<file path="src/rtl/ecc_chk_pkg.sv">
package ecc_chk_pkg;

  typedef enum logic [1:0] {
    CLS_CLEAN     = 2'd0,
    CLS_ECC_FIELD = 2'd1,
    CLS_FIXABLE   = 2'd2,
    CLS_FATAL     = 2'd3
  } ecc_cls_e;

  function automatic logic cls_is_err(input ecc_cls_e c);
    return (c == CLS_ECC_FIELD) || (c == CLS_FATAL);
  endfunction

endpackage

</file>
<file path="src/rtl/ecc_popcount.sv">
module ecc_popcount #(
  parameter  int W  = 22,
  localparam int CW = $clog2(W + 1)
) (
  input  logic [W-1:0]  vec_i,
  output logic [CW-1:0] cnt_o
);

  always_comb begin
    cnt_o = '0;
    for (int i = 0; i < W; i++) cnt_o = cnt_o + CW'(vec_i[i]);
  end

endmodule

</file>
<file path="src/rtl/ecc_chunk_classify.sv">
module ecc_chunk_classify
  import ecc_chk_pkg::*;
#(
  parameter  int PARITY_W   = 11,
  parameter  int CODE_BYTES = 3,
  localparam int CODE_W     = 2 * PARITY_W,
  localparam int RAW_W      = CODE_BYTES * 8,
  localparam int PC_W       = $clog2(CODE_W + 1)
) (
  input  logic [RAW_W-1:0]    stored_i,
  input  logic [RAW_W-1:0]    calc_i,
  output ecc_cls_e            cls_o,
  output logic [PARITY_W-1:0] loc_o
);

  logic [CODE_W-1:0]   syn;
  logic [PARITY_W-1:0] syn_lo, syn_hi;
  logic [PC_W-1:0]     ones;
  logic                any_zero;

  assign syn      = stored_i[CODE_W-1:0] ^ calc_i[CODE_W-1:0];
  assign syn_lo   = syn[PARITY_W-1:0];
  assign syn_hi   = syn[CODE_W-1:PARITY_W];
  assign any_zero = (stored_i[CODE_W-1:0] == '0) || (calc_i[CODE_W-1:0] == '0);

  // pad bits above the parity field carry nothing
  generate
    if (RAW_W > CODE_W) begin : g_pad
      logic unused_pad;
      assign unused_pad = ^{stored_i[RAW_W-1:CODE_W], calc_i[RAW_W-1:CODE_W]};
    end
  endgenerate

  ecc_popcount #(.W(CODE_W)) i_pop (
    .vec_i (syn),
    .cnt_o (ones)
  );

  always_comb begin
    if (syn == '0 || any_zero)                                   cls_o = CLS_CLEAN;
    else if (ones == PC_W'(1))                                   cls_o = CLS_ECC_FIELD;
    else if (ones == PC_W'(PARITY_W) && (syn_lo ^ syn_hi) == '1) cls_o = CLS_FIXABLE;
    else                                                         cls_o = CLS_FATAL;
  end

  assign loc_o = syn_lo;

endmodule

</file>
<file path="config.mk">
export PLATFORM = sky130hd
export DESIGN_NAME = ecc_chunk_classify
export DESIGN_NICKNAME = d
export VERILOG_FILES = /design/src/rtl/ecc_chk_pkg.sv /design/src/rtl/ecc_popcount.sv /design/src/rtl/ecc_chunk_classify.sv
export SDC_FILE = /design/constraint.sdc
export NUM_CORES = 1
export LEC_CHECK = 0
export CAP_MARGIN = 25
export CORE_MARGIN = 2
export CORE_UTILIZATION = 55
export DETAILED_ROUTE_END_ITERATION = 8
export DONT_BUFFER_PORTS = 1
export PLACE_DENSITY_LB_ADDON = 0.15
export SLEW_MARGIN = 15
export SYNTH_ARGS = -nofsm -noshare
export SYNTH_HDL_FRONTEND = slang
export SYNTH_SLANG_ARGS = --single-unit
export TNS_END_PERCENT = 10
</file>
<file path="constraint.sdc">
create_clock -name vclk -period 20.3
set_input_delay 3.045 -clock vclk [all_inputs]
set_output_delay 3.045 -clock vclk [all_outputs]
set_load 0.01 [all_outputs]
</file>
Word level (Yosys, flattened, before mapping)
Index checks and enable logic that the tools add are counted.
Widths: inputs -> output; s select.
Operators by class
  $add $sub $neg: 21
  eq/ne operators: 3
  muxes and demuxes: 3
  bitwise gates (word level): 2
  reductions and logical operators: 6
Operators with widths (number)
  $add 5x1->5: 20
  $logic_not 22->1: 3
  $xor 22x22->22: 1
  $eq 11x11->1 const B: 1
  $xor 11x11->11: 1
  $eq 5x1->1 const B: 1
  $eq 5x4->1 const B: 1
  $mux 2: 2
  $add 1x1->2: 1
  $logic_or 1x1->1: 2
  $logic_and 1x1->1: 1
  $mux 1: 1
Storage, ports and cells
  bits in registers: 0
  input port bits: 48
  output and inout bits: 13
  word-level logic and storage cells: 35

Logic depth before layout (Yosys ltp)
  depth in word-level cells: 27
  mapped depth: 17
  mapped depth without buffers: 17

Cells and area by module
Synthesis repeated with hierarchy kept, for this count alone.
Unflattened totals
  cells, all modules: 152
  area, all modules: 1227.4 um^2
By module, submodules not included
  ecc_chunk_classify: instances 1, cells an instance 88, area an instance 656.9 um^2, seq. area each 0.0 um^2
  ecc_popcount: instances 1, cells an instance 64, area an instance 570.5 um^2, seq. area each 0.0 um^2

Worst setup path before layout
OpenSTA, ideal clock, no wires.
  kind: in2out
  start: input port stored_i[1]
  end: output port cls_o[0]
  arrival: 7.673 ns
  data required time: 17.255 ns
  slack: 9.582 ns
  stages: 15
  buffers on the path: 0
  cells stage by stage: xnor2_1 > ha_1 > inv_1 > fa_1 > fa_1 > fa_1 > fa_1 > inv_1 > fa_1 > fa_1 > fa_1 > a211o_1 > o21ai_0 > nand3b_1 > o41a_1
On the way
  longest elaborated chain between the ends: 27
  elaborated cells on any way between the ends: 34
  those cells by class: add/sub (21); eq/ne (3); mux (3); bitwise (2); reduce/logical (5)
Ends and longest elaborated chain
  from (decl): line ecc_chunk_classify.sv:10  | input logic [RAW_W-1:0] stored_i,
  $xor 22x22->22: line ecc_chunk_classify.sv:21  | assign syn = stored_i[CODE_W-1:0] ^ calc_i[CODE_W-1:0];
  $add 1x1->2: line ecc_popcount.sv:11  | for (int i = 0; i < W; i++) cnt_o = cnt_o + CW'(vec_i[i]);
  $add 5x1->5 (20 in a row): line ecc_popcount.sv:11
  $eq 5x4->1: line ecc_chunk_classify.sv:42  | else if (ones == PC_W'(PARITY_W) && (syn_lo ^ syn_hi) == '1) cls_o = CLS_FIXABLE;
  $logic_and 1x1->1: line ecc_chunk_classify.sv:42
  $mux 1: line ecc_chunk_classify.sv:42
  $mux 2: line ecc_chunk_classify.sv:41  | else if (ones == PC_W'(1)) cls_o = CLS_ECC_FIELD;
  $mux 2 *: line ecc_chunk_classify.sv:40  | if (syn == '0 || any_zero) cls_o = CLS_CLEAN;
  to (decl): line ecc_chunk_classify.sv:12  | output ecc_cls_e cls_o,
Every way passes the cells marked *; elsewhere a longest branch is shown, timed or not.

Worst setup path after layout
Ends and elaborated chain as after synthesis.

==> key figures <==
Outcome
  • Run status: complete, no violations

Global route
  • Met1 track utilization from global routing: around 28%
  • Maximum number of pins on one net before global-route repair: 5
  • Overflow left after global routing: 0
  • Total global-route track usage: between 10% and 20%
  • Via count of the first global-routing pass: 831
  • Antenna violations before repair: 0
  • Wire length of the first global-routing pass: ~3.2 mm
  • Global routing usage on met2: 32.9%
  • Routing layer with the top usage in global route: met2
  • GRT met3 Usage: 0%

Hold path
  • Hold-critical path depth: 1
  • Min-delay src: calc_i[5]
  • Type of the worst min-delay path: in2out
  • Endpoint of the worst hold-timing path: loc_o[5]

Detailed routing
  • Number of detailed-routing iterations run before antenna repair: 4
  • Vias per Instance: approximately 6
  • WL final: 2.20 mm
  • Post-route ant nets: 0
  • DRC marker count from the first detailed-route iteration: 8
  • DRC violation count after routing: 0
  • Routed length per instance: about 16 microns
  • Routed via count: between 800 and 900

Timing
  • Highest clock rate: slightly above 90 MHz
  • Max-slew headroom at the worst pin: a little over half
  • Period Utilization, post-route: roughly 54%
  • Clock period minus worst slack: between 10 and 15 ns
  • Number of pins exceeding their max-slew limit in the final report: 0
  • Finish-stage setup viols: 0
  • Worst-Margin Slew: ~0.68 ns
  • Number of hold-slack violations in the final timing report: 0
  • RSZ-0062 raised after global routing: false
  • Sum Neg Setup Slack: 0 ns

Finish
  • Final non-filler cell total: about 140
  • Register Area: 0 sq um
  • Final sequential cell count: 0
  • Number of antenna repair diodes: 0
  • Layout cells sized above 1: a little under 9%
  • Clkbuf count: 0
  • Net count, final: about 190
  • Relative area change from synthesis to final layout: 2.91%

Die
  • Number of placement rows: 15
  • Y dimension of the die: 48.2 microns
  • Initial cell density of the core: 60.4%
  • Number of I/O pins: 61
  • Full die area: ~2300 sq um
  • Width of the die: a little under 50 microns
  • Floorplan core area: ~1800 sq um

Power
  • Worst supply voltage drop on vdd: approximately 0.14 mV
  • Power density cells: 149 nW/um^2
  • Leakage power figure: between 0.4 and 0.5 nW

Yosys
  • Sequential share of the synthesized area: 0%
  • Avg Synthesized Cell Area: about 9.5 sq um
  • Total of warnings raised by yosys: 0
  • Total standard cell area after synthesis: about 1100 sq um
  • Biggest area consumer among synthesized cells: fa_1
  • Largest cells by area after synthesis: fa_1 28%, xnor2_1 19%, xnor2_2 12%
  • Area share of the leading cell type in the synthesized netlist: between 20% and 30%
  • Synth cell count leaders: 23 x xnor2_1, 21 x inv_1, 15 x fa_1
  • Distinct cell type count after synthesis: 21
  • Library cell with the highest instance count after synthesis: xnor2_1
  • Post-synthesis cell count: about 110
  • Net count after synthesis: ~180

Critical path
  • Critical Path Source Type: input port
  • Required time at the worst-slack endpoint: 17.26 ns
  • Family with the most delay on the worst path: adder cells
  • Endpoint type of the worst setup path: output pin
  • Critical Path Most Common Cell: fa_1
  • Worst setup path class: in2out
  • Cell at the slowest stage of the critical path: fa_1
  • Arrival time at the worst endpoint: approximately 7.9 ns
  • Crit-path max FO: 3
  • Biggest cell delay along the critical path: approximately 0.54 ns
  • Worst path cell trace: xnor2_1 -> ha_1 -> inv_1 -> fa_1 -> fa_1 -> fa_1 -> fa_1 -> inv_1 -> fa_1 -> fa_1 -> fa_1 -> a211o_1 -> o21ai_0 -> nand3b_1 -> o41a_1
  • Critical path buffers and inverters: 2

Job
  • Max capacitance violation total: 0

CTS
  • Number of buffers added to fix hold violations after cts: 0
  • Number of setup buffers added after CTS: 0
  • Gates resized, CTS repair: 0

Placement
  • Number of buffers added on ports: 0
  • Post-Place Cells: ~140
  • Post-DP HPWL: roughly 2.1 mm
  • Final weighted congestion of routability-driven global placement: between 0.8 and 0.9
[worst max-delay path by stage]
stage	start	to	slack [ns]	cells after the start
final	stored_i[1]	cls_o[0]	9.39	15
after global routing	stored_i[1]	cls_o[0]	9.16	15
after CTS	stored_i[1]	cls_o[0]	9.36	15
after detailed placement	stored_i[1]	cls_o[0]	9.35	15
after global placement	stored_i[1]	cls_o[0]	9.40	15
after floorplan	stored_i[1]	cls_o[0]	9.58	15
[routing by layer]
layer  wire, microns  share of wire (%)
met5               0                  0
met1             928                 42
met3             163                7.4
met2            1100                 50
met4               8               0.36
[stage by stage]
stage	power [mW]	setup slack, ns	hold WS, ns	area [sq um]	util (%)
floorplan	0.139	9.58	6.23	1080	-
global placement	0.165	9.40	6.26	1110	62.1
detailed placement	0.168	9.35	6.26	1110	62.1
CTS	0.169	9.36	6.26	1110	62.1
global route	0.199	9.16	6.29	1110	62.1
finish	0.165	9.39	6.26	1110	62.1
[logic make-up (layout without fill, tap and decap cells)]
group                    after synthesis  count (layout)  share of synthesized area [%]
AO/OA/AOI/OAI                          8               8                           5.47
XOR/XNOR                              33              33                           32.4
adder cells (fa/ha/maj)               23              23                           37.2
buffers and inverters                 21              21                           7.33
AND/OR/NAND/NOR                       28              28                           17.6
[cells in the final DEF, fill, tap and decap left out, types with 3 or more instances in the layout]
cell | synthesis | final
xnor2_2 | 8 | 8
inv_1 | 21 | 21
nor4_1 | 12 | 12
nand3_1 | 3 | 3
ha_1 | 8 | 8
xnor2_1 | 23 | 23
nand4_1 | 5 | 5
nand2_1 | 3 | 3
fa_1 | 15 | 15
[layout make-up]
cell class                 instances  area (sq um)
tap                               25          31.3
inverter                          21          78.8
fill                             163           676
multi-input combinational         92           997
[where the power goes]
| part | internal, mW | switching [mW] | leakage [nW] |
|---|---|---|---|
| sequential | 0 | 0 | 0 |
| combinational | 0.0781 | 0.0873 | 0.446 |
| clock | 0 | 0 | 0 |
| total | 0.0781 | 0.0873 | 0.446 |
Power figures use the tool's default switching activity.
